$ cat src/rtl/ee_pkg.sv
package ee_pkg;
  localparam logic [1:0] LEAD_BITS = 2'b00;
  localparam logic [2:0] OPC_READ  = 3'b110;
  localparam int unsigned WORD_W   = 16;

  typedef enum logic [3:0] {
    E_IDLE, E_CS_OFF, E_CS_ON, E_CMD_LO, E_CMD_HI,
    E_GAP, E_DAT_HI, E_DAT_LO, E_FINISH
  } eng_state_e;

  typedef enum logic [1:0] {C_IDLE, C_RUN, C_DONE} ctl_state_e;
endpackage

$ cat src/rtl/ee_phase_tick.sv
module ee_phase_tick #(
  parameter int unsigned HALF_CYC = 2
) (
  input  logic clk_i,
  input  logic rst_ni,
  input  logic en_i,
  output logic tick_o
);
  localparam int unsigned CW = $clog2(HALF_CYC + 1);
  localparam logic [CW-1:0] LAST = CW'(HALF_CYC - 1);

  logic [CW-1:0] cnt_q;

  assign tick_o = en_i && (cnt_q == LAST);

  always_ff @(posedge clk_i or negedge rst_ni) begin
    if (!rst_ni)                cnt_q <= '0;
    else if (!en_i || tick_o)   cnt_q <= '0;
    else                        cnt_q <= cnt_q + 1'b1;
  end
endmodule

$ cat src/rtl/ee_word_engine.sv
module ee_word_engine
  import ee_pkg::*;
#(
  parameter int unsigned ADDR_W = 6
) (
  input  logic              clk_i,
  input  logic              rst_ni,
  input  logic              tick_i,
  input  logic              req_i,
  input  logic [ADDR_W-1:0] addr_i,
  input  logic              do_i,
  output logic              active_o,
  output logic              cs_o,
  output logic              sk_o,
  output logic              di_o,
  output logic              word_v_o,
  output logic [WORD_W-1:0] word_o
);
  localparam int unsigned CMD_W = 5 + ADDR_W;
  localparam int unsigned BC_W  = $clog2((CMD_W > WORD_W ? CMD_W : WORD_W) + 1);

  eng_state_e        st_q;
  logic [BC_W-1:0]   bitc_q;
  logic [CMD_W-1:0]  cmd_q;
  logic [WORD_W-1:0] sh_q;
  logic              wv_q;

  always_ff @(posedge clk_i or negedge rst_ni) begin
    if (!rst_ni) begin
      st_q <= E_IDLE; bitc_q <= '0; cmd_q <= '0; sh_q <= '0; wv_q <= 1'b0;
    end else begin
      wv_q <= 1'b0;
      if (st_q == E_IDLE) begin
        if (req_i) begin
          st_q  <= E_CS_OFF;
          cmd_q <= {LEAD_BITS, OPC_READ, addr_i};
        end
      end else if (tick_i) begin
        case (st_q)
          E_CS_OFF: st_q <= E_CS_ON;
          E_CS_ON: begin
            st_q <= E_CMD_LO; bitc_q <= BC_W'(CMD_W - 1);
          end
          E_CMD_LO: st_q <= E_CMD_HI;
          E_CMD_HI:
            if (bitc_q == '0) st_q <= E_GAP;
            else begin bitc_q <= bitc_q - 1'b1; st_q <= E_CMD_LO; end
          E_GAP: begin
            st_q <= E_DAT_HI; bitc_q <= BC_W'(WORD_W - 1);
          end
          E_DAT_HI: begin
            sh_q <= {sh_q[WORD_W-2:0], do_i}; // sample at end of high phase
            st_q <= E_DAT_LO;
          end
          E_DAT_LO:
            if (bitc_q == '0) st_q <= E_FINISH;
            else begin bitc_q <= bitc_q - 1'b1; st_q <= E_DAT_HI; end
          E_FINISH: begin st_q <= E_IDLE; wv_q <= 1'b1; end
          default: st_q <= E_IDLE;
        endcase
      end
    end
  end

  logic in_cmd;
  assign in_cmd   = (st_q == E_CMD_LO) || (st_q == E_CMD_HI);
  assign active_o = (st_q != E_IDLE);
  assign cs_o     = (st_q != E_IDLE) && (st_q != E_CS_OFF) && (st_q != E_FINISH);
  assign sk_o     = (st_q == E_CMD_HI) || (st_q == E_DAT_HI);
  assign di_o     = in_cmd && cmd_q[bitc_q];
  assign word_v_o = wv_q;
  assign word_o   = sh_q;
endmodule

$ cat src/rtl/ee_burst_ctrl.sv
module ee_burst_ctrl
  import ee_pkg::*;
#(
  parameter int unsigned ADDR_W    = 6,
  parameter int unsigned N_WORDS   = 16,
  parameter int unsigned MAC_OFS   = 20,
  parameter int unsigned MAC_BYTES = 6
) (
  input  logic                   clk_i,
  input  logic                   rst_ni,
  input  logic                   start_i,
  input  logic                   word_v_i,
  input  logic [WORD_W-1:0]      word_i,
  output logic                   req_o,
  output logic [ADDR_W-1:0]      addr_o,
  output logic                   busy_o,
  output logic                   done_o,
  output logic [8*MAC_BYTES-1:0] mac_o
);
  localparam int unsigned N_BYTES = 2 * N_WORDS;
  localparam int unsigned WW      = $clog2(N_WORDS);
  localparam logic [WW-1:0] LAST_W = WW'(N_WORDS - 1);

  ctl_state_e             st_q;
  logic [WW-1:0]          widx_q;
  logic [7:0]             img_q [N_BYTES];
  logic                   req_q, done_q;
  logic [8*MAC_BYTES-1:0] mac_q, mac_d;

  always_comb begin
    for (int k = 0; k < MAC_BYTES; k++)
      mac_d[8*(MAC_BYTES-1-k) +: 8] = img_q[MAC_OFS + k];
  end

  always_ff @(posedge clk_i or negedge rst_ni) begin
    if (!rst_ni) begin
      st_q <= C_IDLE; widx_q <= '0; req_q <= 1'b0; done_q <= 1'b0; mac_q <= '0;
      for (int b = 0; b < N_BYTES; b++) img_q[b] <= '0;
    end else begin
      req_q  <= 1'b0;
      done_q <= 1'b0;
      case (st_q)
        C_IDLE:
          if (start_i) begin st_q <= C_RUN; widx_q <= '0; req_q <= 1'b1; end
        C_RUN:
          if (word_v_i) begin
            img_q[{widx_q, 1'b0}] <= word_i[7:0];
            img_q[{widx_q, 1'b1}] <= word_i[15:8];
            if (widx_q == LAST_W) st_q <= C_DONE;
            else begin widx_q <= widx_q + 1'b1; req_q <= 1'b1; end
          end
        C_DONE: begin
          done_q <= 1'b1; mac_q <= mac_d; st_q <= C_IDLE;
        end
        default: st_q <= C_IDLE;
      endcase
    end
  end

  assign req_o  = req_q;
  assign addr_o = ADDR_W'(widx_q);
  assign busy_o = (st_q != C_IDLE);
  assign done_o = done_q;
  assign mac_o  = mac_q;
endmodule

$ cat src/rtl/ee_mac_reader.sv
module ee_mac_reader
  import ee_pkg::*;
#(
  parameter int unsigned HALF_CYC = 2,
  parameter int unsigned ADDR_W   = 6,
  parameter int unsigned N_WORDS  = 16,
  parameter int unsigned MAC_OFS  = 20
) (
  input  logic        clk_i,
  input  logic        rst_ni,
  input  logic        start_i,
  output logic        ee_cs_o,
  output logic        ee_sk_o,
  output logic        ee_di_o,
  input  logic        ee_do_i,
  output logic        busy_o,
  output logic        done_o,
  output logic [47:0] mac_o
);
  logic              tick, eng_active, req, word_v;
  logic [ADDR_W-1:0] addr;
  logic [WORD_W-1:0] word;

  ee_phase_tick #(.HALF_CYC(HALF_CYC)) u_tick (
    .clk_i, .rst_ni, .en_i(eng_active), .tick_o(tick)
  );

  ee_word_engine #(.ADDR_W(ADDR_W)) u_eng (
    .clk_i, .rst_ni, .tick_i(tick), .req_i(req), .addr_i(addr),
    .do_i(ee_do_i), .active_o(eng_active), .cs_o(ee_cs_o),
    .sk_o(ee_sk_o), .di_o(ee_di_o), .word_v_o(word_v), .word_o(word)
  );

  ee_burst_ctrl #(
    .ADDR_W(ADDR_W), .N_WORDS(N_WORDS), .MAC_OFS(MAC_OFS), .MAC_BYTES(6)
  ) u_ctl (
    .clk_i, .rst_ni, .start_i, .word_v_i(word_v), .word_i(word),
    .req_o(req), .addr_o(addr), .busy_o, .done_o, .mac_o
  );
endmodule

$ cat config.mk
export PLATFORM = sky130hd
export DESIGN_NAME = ee_mac_reader
export DESIGN_NICKNAME = d
export VERILOG_FILES = /design/src/rtl/ee_pkg.sv /design/src/rtl/ee_phase_tick.sv /design/src/rtl/ee_word_engine.sv /design/src/rtl/ee_burst_ctrl.sv /design/src/rtl/ee_mac_reader.sv
export SDC_FILE = /design/constraint.sdc
export NUM_CORES = 1
export LEC_CHECK = 0
export BUFFER_PORTS_ARGS = -buffer_cell sky130_fd_sc_hd__buf_4
export CORE_UTILIZATION = 35
export DETAILED_ROUTE_END_ITERATION = 10
export SLEW_MARGIN = 15
export SYNTH_ARGS = -nofsm -noshare
export SYNTH_HDL_FRONTEND = slang
export SYNTH_SLANG_ARGS = --single-unit
$ cat constraint.sdc
create_clock -name clk_i -period 1.9 [get_ports clk_i]
set_clock_uncertainty 0.15 [all_clocks]
set_input_delay 0.38 -clock clk_i [delete_from_list [all_inputs] [get_ports clk_i]]
set_output_delay 0.38 -clock clk_i [all_outputs]
set_load 0.02 [all_outputs]
==> PnR_summary.wiki, run 1 <==
{| class="wikitable"
! Metric !! Value
|-
| Status || finished with violations
|-
| Violated checks || negative setup slack
|-
| Clock buffer count from CTS || 17
|-
| Final HPWL from detailed placement || ~7300 um
|-
| Worst rel slew slack || a little over two thirds
|-
| Starting DRC count in detailed routing || between 100 and 150
|-
| Floorplan Core Area || ~16000 um^2
|-
| Die span in x || approximately 130 um
|-
| Post-Route Setup TNS || -1270 ps
|-
| Distinct cells, synth || 52
|-
| NumNets Final || around 500
|-
| Final wirelength || about 11000 um
|-
| Static leakage power || between 3 and 4 nW
|-
| Die area || between 15000 and 20000 um^2
|-
| Setup crit end kind || output port
|-
| Post-synthesis average cell area || between 10 and 15 um^2
|-
| First-pass GRT wire length || 17900 um
|-
| Final weighted congestion of routability-driven global placement || 0.791
|-
| Biggest fanout along the worst timing path || 2
|-
| Port Buffer Count || between 50 and 60
|-
| Placed inst area || about 6600 um^2
|-
| Overflow left after global routing || 0
|-
| Max Clk Rate || around 430 MHz
|-
| Path class of the lowest-slack min-delay path || in -> reg
|-
| Unrepaired setup endpoints after global routing || yes
|-
| Hold Fails Final Rpt || 0
|-
| Number of nets still failing antenna checks after routing || 0
|-
| Maximum level of the CTS H-tree || 4
|-
| TritonCTS clock tree || built
|-
| Number of warnings issued by yosys || 0
|-
| Root cell of the clock tree || clkbuf_16
|-
| Synthesized instance count || a little under 400
|-
| Post-synth EDFFs || 0
|-
| Clock Sink Count || 137
|-
| Internal power contribution || a little under 5 mW
|-
| DRC Markers || 0
|-
| Setup violation total in the final timing report || 7
|-
| Die H || roughly 130 um
|-
| Max clock buf depth || 2
|-
| Total via count in the routed design || around 3.4k
|-
| Shortest clock period the worst path allows after layout || approximately 2300 ps
|-
| Maximum number of pins on one net before global-route repair || between 80 and 90
|-
| Via density per instance || 4.71
|-
| Fraction of final layout cells sized beyond drive strength 1 || 57.3%
|-
| Skew-Pair Late Insertion Delay || about 420 ps
|-
| Largest cells by area after synthesis || dfrtp_1 60%, mux2_2 23%, ha_1 1.3%
|-
| Area of all placed cells without fillers || 7390 um^2
|-
| Diode count || 0
|-
| Total track usage || about 14%
|-
| Top Ports || 57
|-
| Arrival time at the worst endpoint || between 1500 and 2000 ps
|-
| Library cell occupying the most area in the post-synthesis netlist || dfrtp_1
|-
| Final WS setup || -436 ps
|-
| Number of core rows || 46
|-
| Cell Count Post-Placement || about 680
|-
| Switching power summed over all nets || between 1 and 1.5 mW
|-
| Initial antenna violation count || 0
|-
| Post-route clock period utilization || 123%
|-
| Part of the power in the clock network || 50.9%
|-
| DR pass1 iterations || 6
|-
| CP Launch Type || flop
|-
| Finished Layout Cells || between 700 and 800
|-
| Starting Density || a little over a third
|-
| Fraction of power spent switching nets || between 20% and 30%
|-
| Kind of critical path || reg -> out
|-
| Number of global-route vias before repair || between 3k and 4k
|-
| Cell area after technology mapping || 5710 um^2
|-
| Worst-Margin Slew || roughly 440 ps
|-
| Sequential cell area fraction in the yosys report || between 60 and 70%
|-
| Final routed wire length divided by cell count || approximately 15 um
|-
| Area share of the largest cell type after synthesis || between 60% and 70%
|-
| Synthesized netlist net count || 400
|-
| Most common cell after layout, fill and taps aside || dfrtp_1
|-
| Max Slew Vio Count || 0
|-
| Critical Path RT || between 1000 and 1500 ps
|-
| Peak VDD IR || 0.632 mV
|-
| Proportion of synthesized flip-flops having asynchronous set or reset || 100%
|-
| Primary FF master, synth || dfrtp_1
|-
| Area Overhead vs Synth || 29.5%
|-
| Post-CTS clock slew at the launch and capture registers of the worst setup and hold paths || roughly 60 ps
|-
| Max-cap violation count || 0
|-
| Portion of total power attributed to sequential cells || between 40% and 50%
|-
| Combinational cell fraction of total power || under 10%
|-
| Commonest non-fill, non-tap cells in the layout || 132 x dfrtp_1, 113 x mux2_2, 87 x buf_4
|-
| Power Density || approximately 820 nW/um^2
|-
| Number of storage elements in the synthesis netlist || between 100 and 150
|}
## power by group through the flow
stage               sequential [mW]  combinational (mW)  clock (mW)
global placement               2.97              0.0736           0
detailed placement             2.97              0.0751           0
floorplan                      2.97            0.000116           0
finish                         2.92              0.0715        3.10
CTS                            2.92              0.0770        3.19
global route                   2.92              0.0855        3.31
## per-stage QoR
stage	total power, mW	setup slack (ps)	hold slack [ps]	utilization, %
after floorplan	2.97	-99.4	-65.6	-
after global placement	3.04	-92.0	49.8	41.6
after detailed placement	3.05	-122	49.1	41.6
after CTS	6.18	-460	35.3	45.7
after global routing	6.32	-498	42.9	46.5
final	6.09	-436	47.7	46.5
## path summary, 6_finish.rpt
kind / start / endpoint / slack (ps) / depth (start not counted)
setup / recovery: u_eng.bitc_q[1] / ee_di_o / -440 / 5
hold / removal: ee_do_i / u_eng.word_o[0] / 50 / 2
setup reg to reg: u_eng.bitc_q[0] / u_eng.bitc_q[3] / -200 / 7
hold reg to reg: u_tick.cnt_q[0] / u_tick.cnt_q[0] / 300 / 1
max in group asynchronous: rst_ni / u_ctl.img_q[88] / 760 / 3
min in group asynchronous: rst_ni / u_ctl.mac_o[1] / 190 / 2
## sequential cells by signal, summed over array words and instances, names as in the netlist
| signal | cells |
|---|---|
| u_eng.cmd_q | 5 |
| u_ctl.st_q | 2 |
| u_ctl.img_q | 48 |
| u_eng.word_o | 16 |
| u_ctl.widx_q | 4 |
| u_eng.bitc_q | 5 |
| u_tick.cnt_q | 2 |
| u_eng.st_q | 4 |
| u_ctl.req_o | 1 |
| u_eng.word_v_o | 1 |
| u_ctl.done_o | 1 |
| u_ctl.mac_o | 48 |
## worst max-delay path, cell delays in order (launching register included)
cell,delay [ps]
dfrtp_1,380
or4b_4,540
a21boi_2,160
a21oi_2,60
nor3_2,100
buf_4,160
## synthesized netlist by cell type (3+ instances only)
| library cell | count |
|---|---|
| mux2i_1 | 3 |
| nand3_1 | 5 |
| o22ai_1 | 3 |
| and2_1 | 4 |
| a21oi_1 | 6 |
| mux2_2 | 114 |
| nor3_1 | 4 |
| buf_6 | 4 |
| inv_1 | 11 |
| o21ai_0 | 7 |
| buf_4 | 7 |
| nand2b_1 | 7 |
| buf_2 | 6 |
| nand2_1 | 11 |
| dfrtp_1 | 137 |
| ha_1 | 6 |
| nor2_1 | 11 |
| a21o_2 | 3 |
## logic make-up after synthesis
kind of cell | Yosys count | synth area share, %
DFF | 137 | 60.1
muxes | 120 | 23.9
and+or+nand+nor | 66 | 7.26
buffers and inverters | 30 | 3.09
AOI/OAI and AO/OA | 29 | 3.99
adders and majority gates | 6 | 1.32
xor gates and xnor gates | 2 | 0.307
## final cells by class
cell class / count / area [um^2]
Fill cell: 1453 / 8490
Sequential cell: 137 / 3430
Multi-Input combinational cell: 223 / 2220
Timing Repair Buffer: 101 / 867
Clock buffer: 20 / 447
Tap cell: 216 / 270
Clock inverter: 9 / 101
Inverter: 11 / 46.3
## per-layer routing
layer | up-vias | global-route usage (%) | wire length (um)
li1 | 1586 | - | -
met3 | 14 | 3.26 | 292
met4 | 0 | 6.57 | 207
met2 | 59 | 22.7 | 5500
met1 | 1716 | 18.0 | 4980
met5 | - | 0 | 0
## timing repair
item | in CTS | in global routing
hold buffers | 1 | 0
pin swaps | 11 | 3
setup endpoints to repair | 8 | 54
resized for setup | 12 | 26
hold endpoints to repair | 137 | 0
gates cloned | 0 | 1
buffers inserted | 7 | 2
No activity file was read; power rests on OpenSTA's default activity.
==> run 2: changes to the inputs <==
--- a/config.mk
+++ b/config.mk
@@ -8,6 +8,7 @@
 export BUFFER_PORTS_ARGS = -buffer_cell sky130_fd_sc_hd__buf_4
 export CORE_UTILIZATION = 35
 export DETAILED_ROUTE_END_ITERATION = 10
+export SKIP_LAST_GASP = 1
 export SLEW_MARGIN = 15
 export SYNTH_ARGS = -nofsm -noshare
 export SYNTH_HDL_FRONTEND = slang
==> run 2 against run 1 <==
The run still ends with negative setup slack left. Non-clock buffer count did not move. Sequential share of layout area hardly changed. Register-to-register slack hardly changed. Total power up 0.12%. Final area about the same. Via count about the same. Worst setup slack about the same. Maximum frequency about the same. Combinational power about the same. Worst hold slack better by 1.3 ps. Count of clock-buffer cells in the layout unchanged. Critical endpoint unchanged. Largest cell class unchanged.
==> PnR_summary.wiki, run 2 (synthesized netlist as in run 1, its figures left out) <==
{| class="wikitable"
! Metric !! Value
|-
| Startpoint of the tightest hold check path || ee_do_i
|-
| Initial antenna violation count || 0
|-
| Finished Layout Cells || about 720
|-
| Peak VDD IR || between 0.6 and 0.7 mV
|-
| Worst Hold Depth || 2
|-
| Top Ports || 57
|-
| NumNets Final || between 500 and 600
|-
| Die span in x || about 130 um
|-
| Post-route clock period utilization || 123%
|-
| First-pass GRT wire length || 17800 um
|-
| TritonCTS clock tree || built
|-
| Arrival time at the worst endpoint || between 1500 and 2000 ps
|-
| DR pass1 iterations || 4
|-
| Max clock buf depth || 2
|-
| Post-CTS clock slew at the launch and capture registers of the worst setup and hold paths || 60 ps
|-
| Met3 demand-to-capacity share in global routing || 3.26%
|-
| Worst R2R Path Depth || 7
|-
| Overflow left after global routing || 0
|-
| Global routing's busiest layer || met2
|-
| Floorplan Core Area || 15900 um^2
|-
| Longest individual stage delay on the worst path || ~540 ps
|-
| Via density per instance || roughly 4.7
|-
| Path class of the lowest-slack min-delay path || in -> reg
|-
| Grt met1 use || about 18%
|-
| Final routed wire length divided by cell count || around 15 um
|-
| Port Buffer Count || 56
|-
| Maximum number of pins on one net before global-route repair || between 80 and 90
|-
| Setup violation total in the final timing report || 7
|-
| Most common cell after layout, fill and taps aside || dfrtp_1
|-
| Core utilization of the finished layout || a little under half
|-
| Hold Fails Final Rpt || 0
|-
| Static leakage power || roughly 3.6 nW
|-
| Number of global-route vias before repair || between 3k and 4k
|-
| Die H || between 100 and 150 um
|-
| Max-cap violation count || 0
|-
| Series of cell instances along the critical path || or4b_4 > a21boi_2 > a21oi_2 > nor3_2 > buf_4
|-
| Met2 demand-to-capacity share in global routing || between 20% and 30%
|-
| Final wirelength || about 11000 um
|-
| Reg-to-reg startpoint || u_eng.bitc_q[0]
|-
| Max Slew Vio Count || 0
|-
| Worst-Margin Slew || between 400 and 500 ps
|-
| R2R setup slack || -210 ps
|-
| Diode count || 0
|-
| Kind of critical path || reg -> out
|-
| Total track usage || around 14%
|-
| Biggest fanout along the worst timing path || 2
|-
| Skew-Pair Late Insertion Delay || a little over 400 ps
|-
| Crit path from || u_eng.bitc_q[1]
|-
| Number of core rows || 46
|-
| Final HPWL from detailed placement || just over 7000 um
|-
| Final WS setup || -436 ps
|-
| Critical Path RT || 1370 ps
|-
| Unrepaired setup endpoints after global routing || yes
|-
| Starting DRC count in detailed routing || around 150
|-
| Root cell of the clock tree || clkbuf_16
|-
| Violated checks || negative setup slack
|-
| Fraction of final layout cells sized beyond drive strength 1 || 57.3%
|-
| Clock Sink Count || around 140
|-
| Number of nets still failing antenna checks after routing || 0
|-
| CP Launch Type || flop
|-
| Max Clk Rate || between 400 and 500 MHz
|-
| Final weighted congestion of routability-driven global placement || roughly 0.79
|-
| Clock buffer count from CTS || 17
|-
| Area Overhead vs Synth || 29.5%
|-
| Status || finished with violations
|-
| DRC Markers || 0
|-
| Cell Count Post-Placement || 677
|-
| Crit-path slowest cell || or4b_4
|-
| Shortest clock period the worst path allows after layout || 2340 ps
|-
| Starting Density || 35.9%
|-
| Maximum level of the CTS H-tree || 4
|-
| Commonest non-fill, non-tap cells in the layout || 132 x dfrtp_1, 114 x mux2_2, 88 x buf_4
|-
| WP buf/inv || 1
|-
| WP depth || 5
|-
| Setup crit end kind || output port
|-
| Worst rel slew slack || between 70% and 80%
|-
| Die area || 16800 um^2
|-
| CP delay by family, top || simple AND/OR/NAND/NOR gates
|-
| Post-Route Setup TNS || -1310 ps
|-
| Total via count in the routed design || roughly 3.4k
|-
| Power Density || about 830 nW/um^2
|}
==> run 2: cell counts in the layout (fill, tap and decap cells not counted) <==
Identical to the previous run, type by type.
==> run 2: path summary, 6_finish.rpt <==
kind                                    to
max                                ee_di_o
min                        u_eng.word_o[0]
max reg2reg                u_eng.bitc_q[3]
min reg2reg                u_tick.cnt_q[0]
max in group asynchronous  u_eng.word_o[0]
min in group asynchronous   u_ctl.mac_o[1]
==> run 2: final cells by class <==
class / instances / area (um^2)
clock buffers: 20 / 447
clock inverters: 9 / 101
fillers: 1453 / 8500
inverters: 11 / 46.3
multi-input cells: 223 / 2230
flip-flops and latches: 137 / 3430
well taps: 216 / 270
repair buffers: 101 / 863
==> run 2: worst reg2reg max path, delay by kind of cell (launching register included) <==
family / cells / cell delay (ps)
buffers and inverters: 2 / 200
multiplexers: 1 / 300
adder cells (fa/ha/maj): 1 / 160
AO/OA/AOI/OAI: 2 / 260
flip-flops: 1 / 400
AND/OR/NAND/NOR: 1 / 510
==> run 2: report_power, final <==
group,switching (mW),internal [mW],total (mW)
sequential,0,2.92,2.92
combinational,0.0564,0.0147,0.0712
clock,1.17,1.93,3.11
==> run 2: metal layers <==
metal | part of all wire, % | vias to the layer above
met4 | 1.6 | 0
met1 | 46 | 1727
met2 | 50 | 54
met5 | 0 | -
li1 | - | 1583
met3 | 2.9 | 12
==> run 2: repair_timing <==
action | 4_1_cts | 5_1_grt
hold buffers | 1 | 0
pin swaps | 10 | 4
buffers inserted | 7 | 2
setup endpoints to repair | 8 | 54
gates resized for setup | 11 | 26
hold endpoints to repair | 137 | 0
gates cloned | 0 | 1
==> run 2: metrics by stage <==
| stage | power (mW) | cell area (um^2) | setup WS (ps) | hold WS (ps) |
|---|---|---|---|---|
| after global routing | 6.32 | 7390 | -498 | 42.9 |
| after CTS | 6.18 | 7260 | -460 | 35.3 |
| after floorplan | 2.97 | 5720 | -99.4 | -65.6 |
| after detailed placement | 3.05 | 6610 | -122 | 49.1 |
| final | 6.10 | 7390 | -436 | 49.0 |
| after global placement | 3.04 | 6610 | -92.0 | 49.8 |
